[src/rtl/irq_pkg.sv]
// Package: shared constants for the interrupt status controller.
// Assumes byte-wide registers and five condition inputs, one of them reserved.
package irq_pkg;
    localparam int REG_W     = 8;
    localparam int N_COND    = 5;
    localparam int CAL_BIT   = 0;
    localparam int RSV_BIT   = 1;
    localparam int LOSIN_BIT = 2;
    localparam int LOSFB_BIT = 3;
    localparam int LOL_BIT   = 4;
    // Status bits that carry a real condition
    localparam logic [REG_W-1:0] STAT_VALID = (REG_W'(1) << CAL_BIT) | (REG_W'(1) << LOSIN_BIT)
                                            | (REG_W'(1) << LOSFB_BIT) | (REG_W'(1) << LOL_BIT);
    // Writable mask bits
    localparam logic [REG_W-1:0] MASK_VALID = REG_W'((1 << N_COND) - 1);
endpackage

[src/rtl/irq_cond_sync.sv]
// Module: two-flop synchronizer, one chain per condition input.
// Assumes inputs are asynchronous level signals. Chains reset to 0.
module irq_cond_sync #(
    parameter int W      = 5,
    parameter int STAGES = 2
) (
    input  logic         clk,
    input  logic         rst_n,
    input  logic [W-1:0] async_i,
    output logic [W-1:0] sync_o
);
    localparam int LAST = STAGES - 1;

    for (genvar b = 0; b < W; b++) begin : g_bit
        logic [STAGES-1:0] chain;

        // Shift the asynchronous level through the flop chain
        always_ff @(posedge clk) begin
            if (!rst_n) chain <= '0;
            else        chain <= {chain[STAGES-2:0], async_i[b]};
        end

        assign sync_o[b] = chain[LAST];
    end
endmodule

[src/rtl/irq_status_view.sv]
// Module: forms the live status byte from the synchronized conditions.
// Assumes the bit layout from irq_pkg. During a hard or soft reset it forces
// calibration high and loss of lock low, and it zeroes reserved positions.
module irq_status_view
    import irq_pkg::*;
(
    input  logic              rst_n,
    input  logic              soft_rst_i,
    input  logic [N_COND-1:0] sync_i,
    output logic [REG_W-1:0]  live_o
);
    logic hold;

    assign hold = !rst_n || soft_rst_i;

    // Apply the reserved-bit mask and the reset overrides
    always_comb begin
        live_o = {{(REG_W-N_COND){1'b0}}, sync_i} & STAT_VALID;
        if (hold) begin
            live_o[CAL_BIT] = 1'b1;
            live_o[LOL_BIT] = 1'b0;
        end
    end
endmodule

[src/rtl/irq_sticky_bank.sv]
// Module: sticky copy of the live status with write-zero-to-clear.
// Assumes keep_i is sampled only when clr_wr_i is high. Setting takes priority
// over clearing, and reserved positions stay 0.
module irq_sticky_bank #(
    parameter int               W     = 8,
    parameter logic [W-1:0]     VALID = '1
) (
    input  logic         clk,
    input  logic         rst_n,
    input  logic [W-1:0] live_i,
    input  logic         clr_wr_i,
    input  logic [W-1:0] keep_i,
    output logic [W-1:0] sticky_o
);
    logic [W-1:0] kept;

    // Bits that survive a clearing write
    assign kept = clr_wr_i ? (sticky_o & keep_i) : sticky_o;

    // Latch any live condition, with set winning over clear
    always_ff @(posedge clk) begin
        if (!rst_n) sticky_o <= '0;
        else        sticky_o <= (kept | live_i) & VALID;
    end
endmodule

[src/rtl/irq_status_ctrl.sv]
// Module: top of the interrupt status controller. It holds the live view,
// the sticky view, the mask register and the read mux, and it drives the
// unlatched interrupt. Assumes one write per cycle, with combinational read data.
module irq_status_ctrl
    import irq_pkg::*;
#(
    parameter int ADDR_W      = 8,
    parameter int STATUS_ADDR = 218,
    parameter int STICKY_ADDR = 247,
    parameter int MASK_ADDR   = 6
) (
    input  logic              clk,
    input  logic              rst_n,
    input  logic              soft_rst_i,
    input  logic [N_COND-1:0] cond_i,
    input  logic [ADDR_W-1:0] addr_i,
    input  logic [REG_W-1:0]  wdata_i,
    input  logic              wr_en_i,
    output logic [REG_W-1:0]  rdata_o,
    output logic              intr_o
);
    localparam logic [ADDR_W-1:0] A_STAT = ADDR_W'(STATUS_ADDR);
    localparam logic [ADDR_W-1:0] A_STK  = ADDR_W'(STICKY_ADDR);
    localparam logic [ADDR_W-1:0] A_MASK = ADDR_W'(MASK_ADDR);

    logic [N_COND-1:0] cond_sync;
    logic [REG_W-1:0]  live_stat;
    logic [REG_W-1:0]  sticky_q;
    logic [REG_W-1:0]  mask_q;
    logic              sticky_wr;
    logic              mask_wr;

    irq_cond_sync #(.W(N_COND), .STAGES(2)) u_sync (
        .clk     (clk),
        .rst_n   (rst_n),
        .async_i (cond_i),
        .sync_o  (cond_sync)
    );

    irq_status_view u_view (
        .rst_n      (rst_n),
        .soft_rst_i (soft_rst_i),
        .sync_i     (cond_sync),
        .live_o     (live_stat)
    );

    assign sticky_wr = wr_en_i && (addr_i == A_STK);
    assign mask_wr   = wr_en_i && (addr_i == A_MASK);

    irq_sticky_bank #(.W(REG_W), .VALID(STAT_VALID)) u_sticky (
        .clk      (clk),
        .rst_n    (rst_n),
        .live_i   (live_stat),
        .clr_wr_i (sticky_wr),
        .keep_i   (wdata_i),
        .sticky_o (sticky_q)
    );

    // Mask register: store writable bits only
    always_ff @(posedge clk) begin
        if (!rst_n)       mask_q <= '0;
        else if (mask_wr) mask_q <= wdata_i & MASK_VALID;
    end

    // Read mux over the three register views
    always_comb begin
        unique case (addr_i)
            A_STAT:  rdata_o = live_stat;
            A_STK:   rdata_o = sticky_q;
            A_MASK:  rdata_o = mask_q;
            default: rdata_o = '0;
        endcase
    end

    // Interrupt: any live condition not masked, no latching
    assign intr_o = |(live_stat & ~mask_q);
endmodule

[config.mk]
export PLATFORM = sky130hd
export DESIGN_NAME = irq_status_ctrl
export DESIGN_NICKNAME = d
export VERILOG_FILES = /design/src/rtl/irq_pkg.sv /design/src/rtl/irq_cond_sync.sv /design/src/rtl/irq_status_view.sv /design/src/rtl/irq_sticky_bank.sv /design/src/rtl/irq_status_ctrl.sv
export SDC_FILE = /design/constraint.sdc
export NUM_CORES = 1
export LEC_CHECK = 0
export ABC_AREA = 1
export ABC_CLOCK_PERIOD_IN_PS = 1200
export BUFFER_PORTS_ARGS = -buffer_cell sky130_fd_sc_hd__buf_2
export CORE_MARGIN = 2
export CORE_UTILIZATION = 45
export DETAILED_ROUTE_END_ITERATION = 8
export HOLD_SLACK_MARGIN = 0.02
export PLACE_DENSITY = 0.71
export SETUP_SLACK_MARGIN = 0.2
export SYNTH_ARGS = -nofsm -noshare
export SYNTH_HDL_FRONTEND = slang
export SYNTH_SLANG_ARGS = --single-unit
export TNS_END_PERCENT = 20
[constraint.sdc]
create_clock -name clk -period 1.2 [get_ports clk]
set_input_delay 0.12 -clock clk [delete_from_list [all_inputs] [get_ports clk]]
set_output_delay 0.12 -clock clk [all_outputs]
set_load 0.05 [all_outputs]
==> results of run 1 <==
[logic make-up (layout without fill, tap and decap cells)]
logic type / Yosys count / count (layout) / synth area share, %
and+or+nand+nor: 62 / 62 / 38.9
DFF: 17 / 17 / 39.9
buffers and inverters: 27 / 63 / 13.4
AOI/OAI and AO/OA: 12 / 12 / 7.34
other: 1 / 3 / 0.440
[power by group]
group / internal, mW / switching [mW] / total, mW
combinational: 0.0690 / 0.108 / 0.177
clock: 0.129 / 0.169 / 0.298
sequential: 0.584 / 0.00736 / 0.592
total: 0.782 / 0.284 / 1.07
[how the worst max path moves through the flow]
| stage | from | to | slack [ps] | depth (start not counted) |
|---|---|---|---|---|
| floorplan | addr_i[7] | rdata_o[2] | 80 | 5 |
| global placement | u_sync.g_bit[3].chain[1] | intr_o | -20 | 6 |
| detailed placement | addr_i[7] | rdata_o[3] | -20 | 7 |
| CTS | u_sync.g_bit[3].chain[1] | intr_o | -140 | 6 |
| global route | u_sync.g_bit[3].chain[1] | intr_o | -180 | 6 |
| finish | u_sync.g_bit[3].chain[1] | intr_o | -130 | 6 |
[sequential cells by signal (all words and copies together) (netlist names)]
signal and cells:
mask_q 5, u_sticky.sticky_o 4, u_sync.g_bit.chain 8
[critical path, cell delays in order, from the launching register on]
cell and delay, ps:
dfxtp_2 340, inv_2 40, or2_4 220, o21ai_2 60, a21oi_2 50, o21ai_2 60
buf_6 170
[what timing repair did]
action / in CTS / in global routing
buffers inserted: 0 / 0
endpoints found under the hold margin: 4 / 0
gates resized for setup: 23 / 8
pin swaps: 2 / 2
endpoints found under the setup margin: 6 / 6
hold buffers: 4 / 0
[cell type report]
type / instances / share of cell area (%)
Multi-Input combinational cell: 77 / 38.6
Clock buffer: 4 / 2.15
Sequential cell: 17 / 28.4
Tap cell: 25 / 2.56
Inverter: 22 / 6.76
Timing Repair Buffer: 37 / 21.6
[through the flow]
| step | setup slack (ps) | instance area, sq um |
|---|---|---|
| global route | -180 | 1220 |
| CTS | -138 | 1190 |
| global placement | -18.7 | 1060 |
| detailed placement | -23.8 | 1060 |
| floorplan | 75.9 | 880 |
| finish | -134 | 1220 |
[metal layers]
layer  vias up  global-route usage [%]
li1        447                       -
met1       384                    19.4
met2        36                    35.1
met3         2                    4.53
met4         0                    8.89
met5         -                       0
[synthesized netlist by cell type]
cell type,n
a21oi_1,9
and3_1,2
buf_2,1
buf_4,3
clkbuf_1,1
conb_1,1
dfxtp_1,17
inv_1,20
inv_2,2
nand2_1,25
nand2_2,1
nand2_4,1
nand3_1,18
nand3_2,1
nand3b_1,1
nand4_1,3
nor2_1,2
nor2_2,2
nor2_4,2
nor2_8,1
nor3_1,1
nor3b_1,1
o21ai_0,2
o21bai_1,1
or2_2,1
==> results.ini, run 1 <==
[run_status]
status=finished, violations left
violations_in_the_final_reports=negative setup slack

[timing]
rsz_0062_raised_after_global_routing=true
final.min_clock_period_ps=1330
finClkSkew_ps=2.64
fmaxAchievable_mhz=750
hold_vio_cnt_final=0
timing.final.ws_setup_ps=-134
timing.hold.ws_ps=102
slew_violations=0
finalSetupViolations=3
timing.final.crit_share_pct=111
timing.setup.tns_ps=-222

[layout]
finalCoreUtilization_pct=70.0
number_of_nets_at_the_end_of_the_flow=183
layout.cells.most_common=nand2_1
mostFrequentLayoutCells=25 x nand2_1, 20 x buf_2, 19 x inv_1
syn2layout_area_growth_pct=43.5
multi_input_comb_area_sq_um=472
seqCellArea_sq_um=347
post_route_cells_drive_above_1_share_pct=41.4
final_cells=182
n_fill_cell=155
n_antenna_cell=0

[placed_design]
dp_cells=174
port-buffer-count=26
globalplace.congestion=0.836
dp_hpwl_mm=1.45

[power]
p_total_mw=1.07
static-leakage-power_nw=0.666
cellPowerDensity_nw_per_um2=872
ir_worst_vdd_uv=843

[floorplanning]
fp.dieArea_sq_um=2260
row_count=15
chipWidth_um=47.5
io_pins=34
core_region_area_sq_um=1750
die_y_um=47.5
start_util_pct=48.8

[clocking]
tritoncts.num_buffers=3
cts_tree=done
htree_levels=1
clk_latency_ps=280
clk_pin_slew_ps=90
cell_chosen_for_the_clock_root=clkbuf_4
cts_num_sinks=17
cts.path.max_buffers=2

[routing]
route.final.wire_length_mm=1.92
total_via_count_in_the_routed_design=869
wl_met3_um=120
met2_wl_um=988
drc_errors=0
drt.antenna.violating_nets=0
wire_per_inst_um=10.5
drtPass1Iterations=4
met1Wirelength_um=793
drt-initial-drc-count=18
route.detailed.vias_per_inst=4.77
routed.top_layer=met4

[worst_hold_path]
cell_depth_of_the_worst_hold_path=3
hp_class=in2reg
whs_endpoint=mask_q[2]
hp-start=wdata_i[2]

[grt]
remaining_global_route_overflow=0
grt_antenna_before_repair=0
global_route.usage.total_pct=18.8
first_global_vias=788
grt_start_max_net_pins=11
grt_pass1_wl_mm=2.98

[logic_synthesis]
synthDominantAreaCellType=dfxtp_1
ys_warn_count=0
synth_sequential_area_ratio_pct=39.9
synthesis.area_per_instance_sq_um=7.16
synth.lib_cells_used.distinct=25
syn-instance-count=119
post_synth_instance_area_sq_um=852
synth_area_leaders=dfxtp_1 40%, nand2_1 11%, nand3_1 11%, inv_1 8.8%, a21oi_1 5.3%
netlist.area_leader.share_pct=39.9
ys_seq_elements=17

[critical_path]
timing.critical_path.from_type=register
worst-setup-path-type=reg2out
regToRegSetupSlack_ps=450
critical_path.reg2reg.startpoint=u_sync.g_bit[4].chain[1]
cp_data_arrival_time_ps=1210
r2r_cells=2
worstPathMaxFanout=2
worstPathRequired_ps=1080
reg2reg_to=u_sticky.sticky_o[4]
worst_setup_path_end_kind=output pin

[job]
timing.max_cap.violations=0

Note: power is estimated with default switching activity, not from simulation.
==> run 2, diff against run 1 <==
==> constraint.sdc (replaced) <==
create_clock -name clk -period 1.2 [get_ports clk]
set_input_delay 0.06 -clock clk [delete_from_list [all_inputs] [get_ports clk]]
set_output_delay 0.06 -clock clk [all_outputs]
set_load 0.05 [all_outputs]
==> results.ini, run 2 (synthesis gave the netlist of run 1 again) <==
[placed_design]
port-buffer-count=26
dp_hpwl_mm=1.41
dp_cells=168
dpl_worst_slack_ps=31.1
globalplace.congestion=0.732

[grt]
grt_pass1_wl_mm=3.08
grt_start_max_net_pins=13
remaining_global_route_overflow=0
grt_antenna_before_repair=0
first_global_vias=783
global_route.usage.total_pct=19.9

[clocking]
cts.path.max_buffers=2
cts_tree=done
clk_latency_ps=300
clk_pin_slew_ps=100
postCtsSetupRepairBufs=0
cell_chosen_for_the_clock_root=clkbuf_4
htree_levels=1
cts_num_sinks=17
tritoncts.num_buffers=3

[routing]
drc_errors=0
route.final.wire_length_mm=2.12
route.detailed.vias_per_inst=4.87
wire_per_inst_um=11.9
drt.antenna.violating_nets=0
drt-initial-drc-count=13
drtPass1Iterations=4
total_via_count_in_the_routed_design=866

[timing]
slew_violations=0
timing.final.ws_setup_ps=-105
fmaxAchievable_mhz=766
timing.final.crit_share_pct=109
rsz_0062_raised_after_global_routing=true
finalSetupViolations=2
timing.hold.ws_ps=16.3
finClkSkew_ps=0.767
final.min_clock_period_ps=1310
timing.setup.tns_ps=-112
hold_vio_cnt_final=0

[floorplanning]
die_y_um=47.5
core_region_area_sq_um=1750
start_util_pct=48.8
io_pins=34
chipWidth_um=47.5
fp.dieArea_sq_um=2260
row_count=15

[layout]
largest_register_ff_count=8
layout.cells.most_common=nand2_1
top_register=u_sync.g_bit.chain
final_cells=178
multi_input_comb_area_sq_um=460
mostFrequentLayoutCells=25 x nand2_1, 20 x buf_2, 19 x inv_1
number_of_nets_at_the_end_of_the_flow=179
n_fill_cell=167
post_route_cells_drive_above_1_share_pct=37.3
top_regs=u_sync.g_bit.chain: 8 flops, mask_q: 5 flops, u_sticky.sticky_o: 4 flops
syn2layout_area_growth_pct=39.9
seqCellArea_sq_um=349
n_antenna_cell=0

[critical_path]
path_delay_family=flip-flops
worst_path_most_repeated_cell=o21ai_2
cp_cell_sequence=inv_2 -> or2_4 -> o21ai_2 -> a21oi_2 -> o21ai_2 -> buf_6
worstPathRequired_ps=1140
worstPathMaxFanout=2
worstPathBufferInverterCount=2
cp_data_arrival_time_ps=1250
worst_setup_path_end_kind=output pin
max_stage_delay_ps=340
crit_path_top_delay_cell=dfxtp_2
timing.critical_path.from_type=register
worst-setup-path-type=reg2out

[power]
p_total_mw=1.09
static-leakage-power_nw=0.630
ir_worst_vdd_uv=794
cellPowerDensity_nw_per_um2=917

[run_status]
status=finished, violations left
violations_in_the_final_reports=negative setup slack

[worst_hold_path]
hp_class=in2reg

[job]
timing.max_cap.violations=0

## run 2: path summary, 6_finish.rpt
check / startpoint / to / slack, ps / cells after the start
setup / recovery: u_sync.g_bit[3].chain[1] / intr_o / -110 / 6
hold / removal: wdata_i[3] / mask_q[3] / 20 / 3
setup reg to reg: u_sync.g_bit[0].chain[1] / u_sticky.sticky_o[0] / 450 / 3
hold reg to reg: u_sync.g_bit[3].chain[0] / u_sync.g_bit[3].chain[1] / 410 / 2
## run 2: through the flow
stage	util (%)	area, sq um
after floorplan	-	875
after global placement	58.0	1010
after detailed placement	58.0	1010
after CTS	66.6	1160
after global routing	68.3	1190
final	68.3	1190
## run 2: final cells by class
cell class,instances,area share (%)
clock buffer,4,2.20
inverter,22,6.93
multi-input combinational,77,38.6
sequential,17,29.3
tap,25,2.62
timing repair buffer,33,20.4
## run 2: routing by layer
layer	up-vias	share of wire, %	global-route usage, %
met2	33	51	37.3
met5	-	0	0
met1	393	41	20.9
met3	5	6.0	3.77
met4	0	2.2	10.0
li1	435	-	-
## run 2: repair_timing
action / 4_1_cts / 5_1_grt
endpoints found under the hold margin: 5 / 1
pin swaps: 4 / 3
gates cloned: 0 / 0
endpoints found under the setup margin: 6 / 6
hold buffers: 5 / 1
resized for setup: 26 / 6
## run 2: power breakdown
group	total, mW	switching, mW	internal [mW]
clock network	0.321	0.191	0.130
logic	0.180	0.112	0.0687
registers	0.593	0.00778	0.585
total	1.09	0.310	0.784
## run 2: tightest hold or removal path: cells and delay by family
kind / cells / cell delay, ps
AND/OR/NAND/NOR: 1 / 70
AO/OA/AOI/OAI: 1 / 60
buffers and inverters: 1 / 100
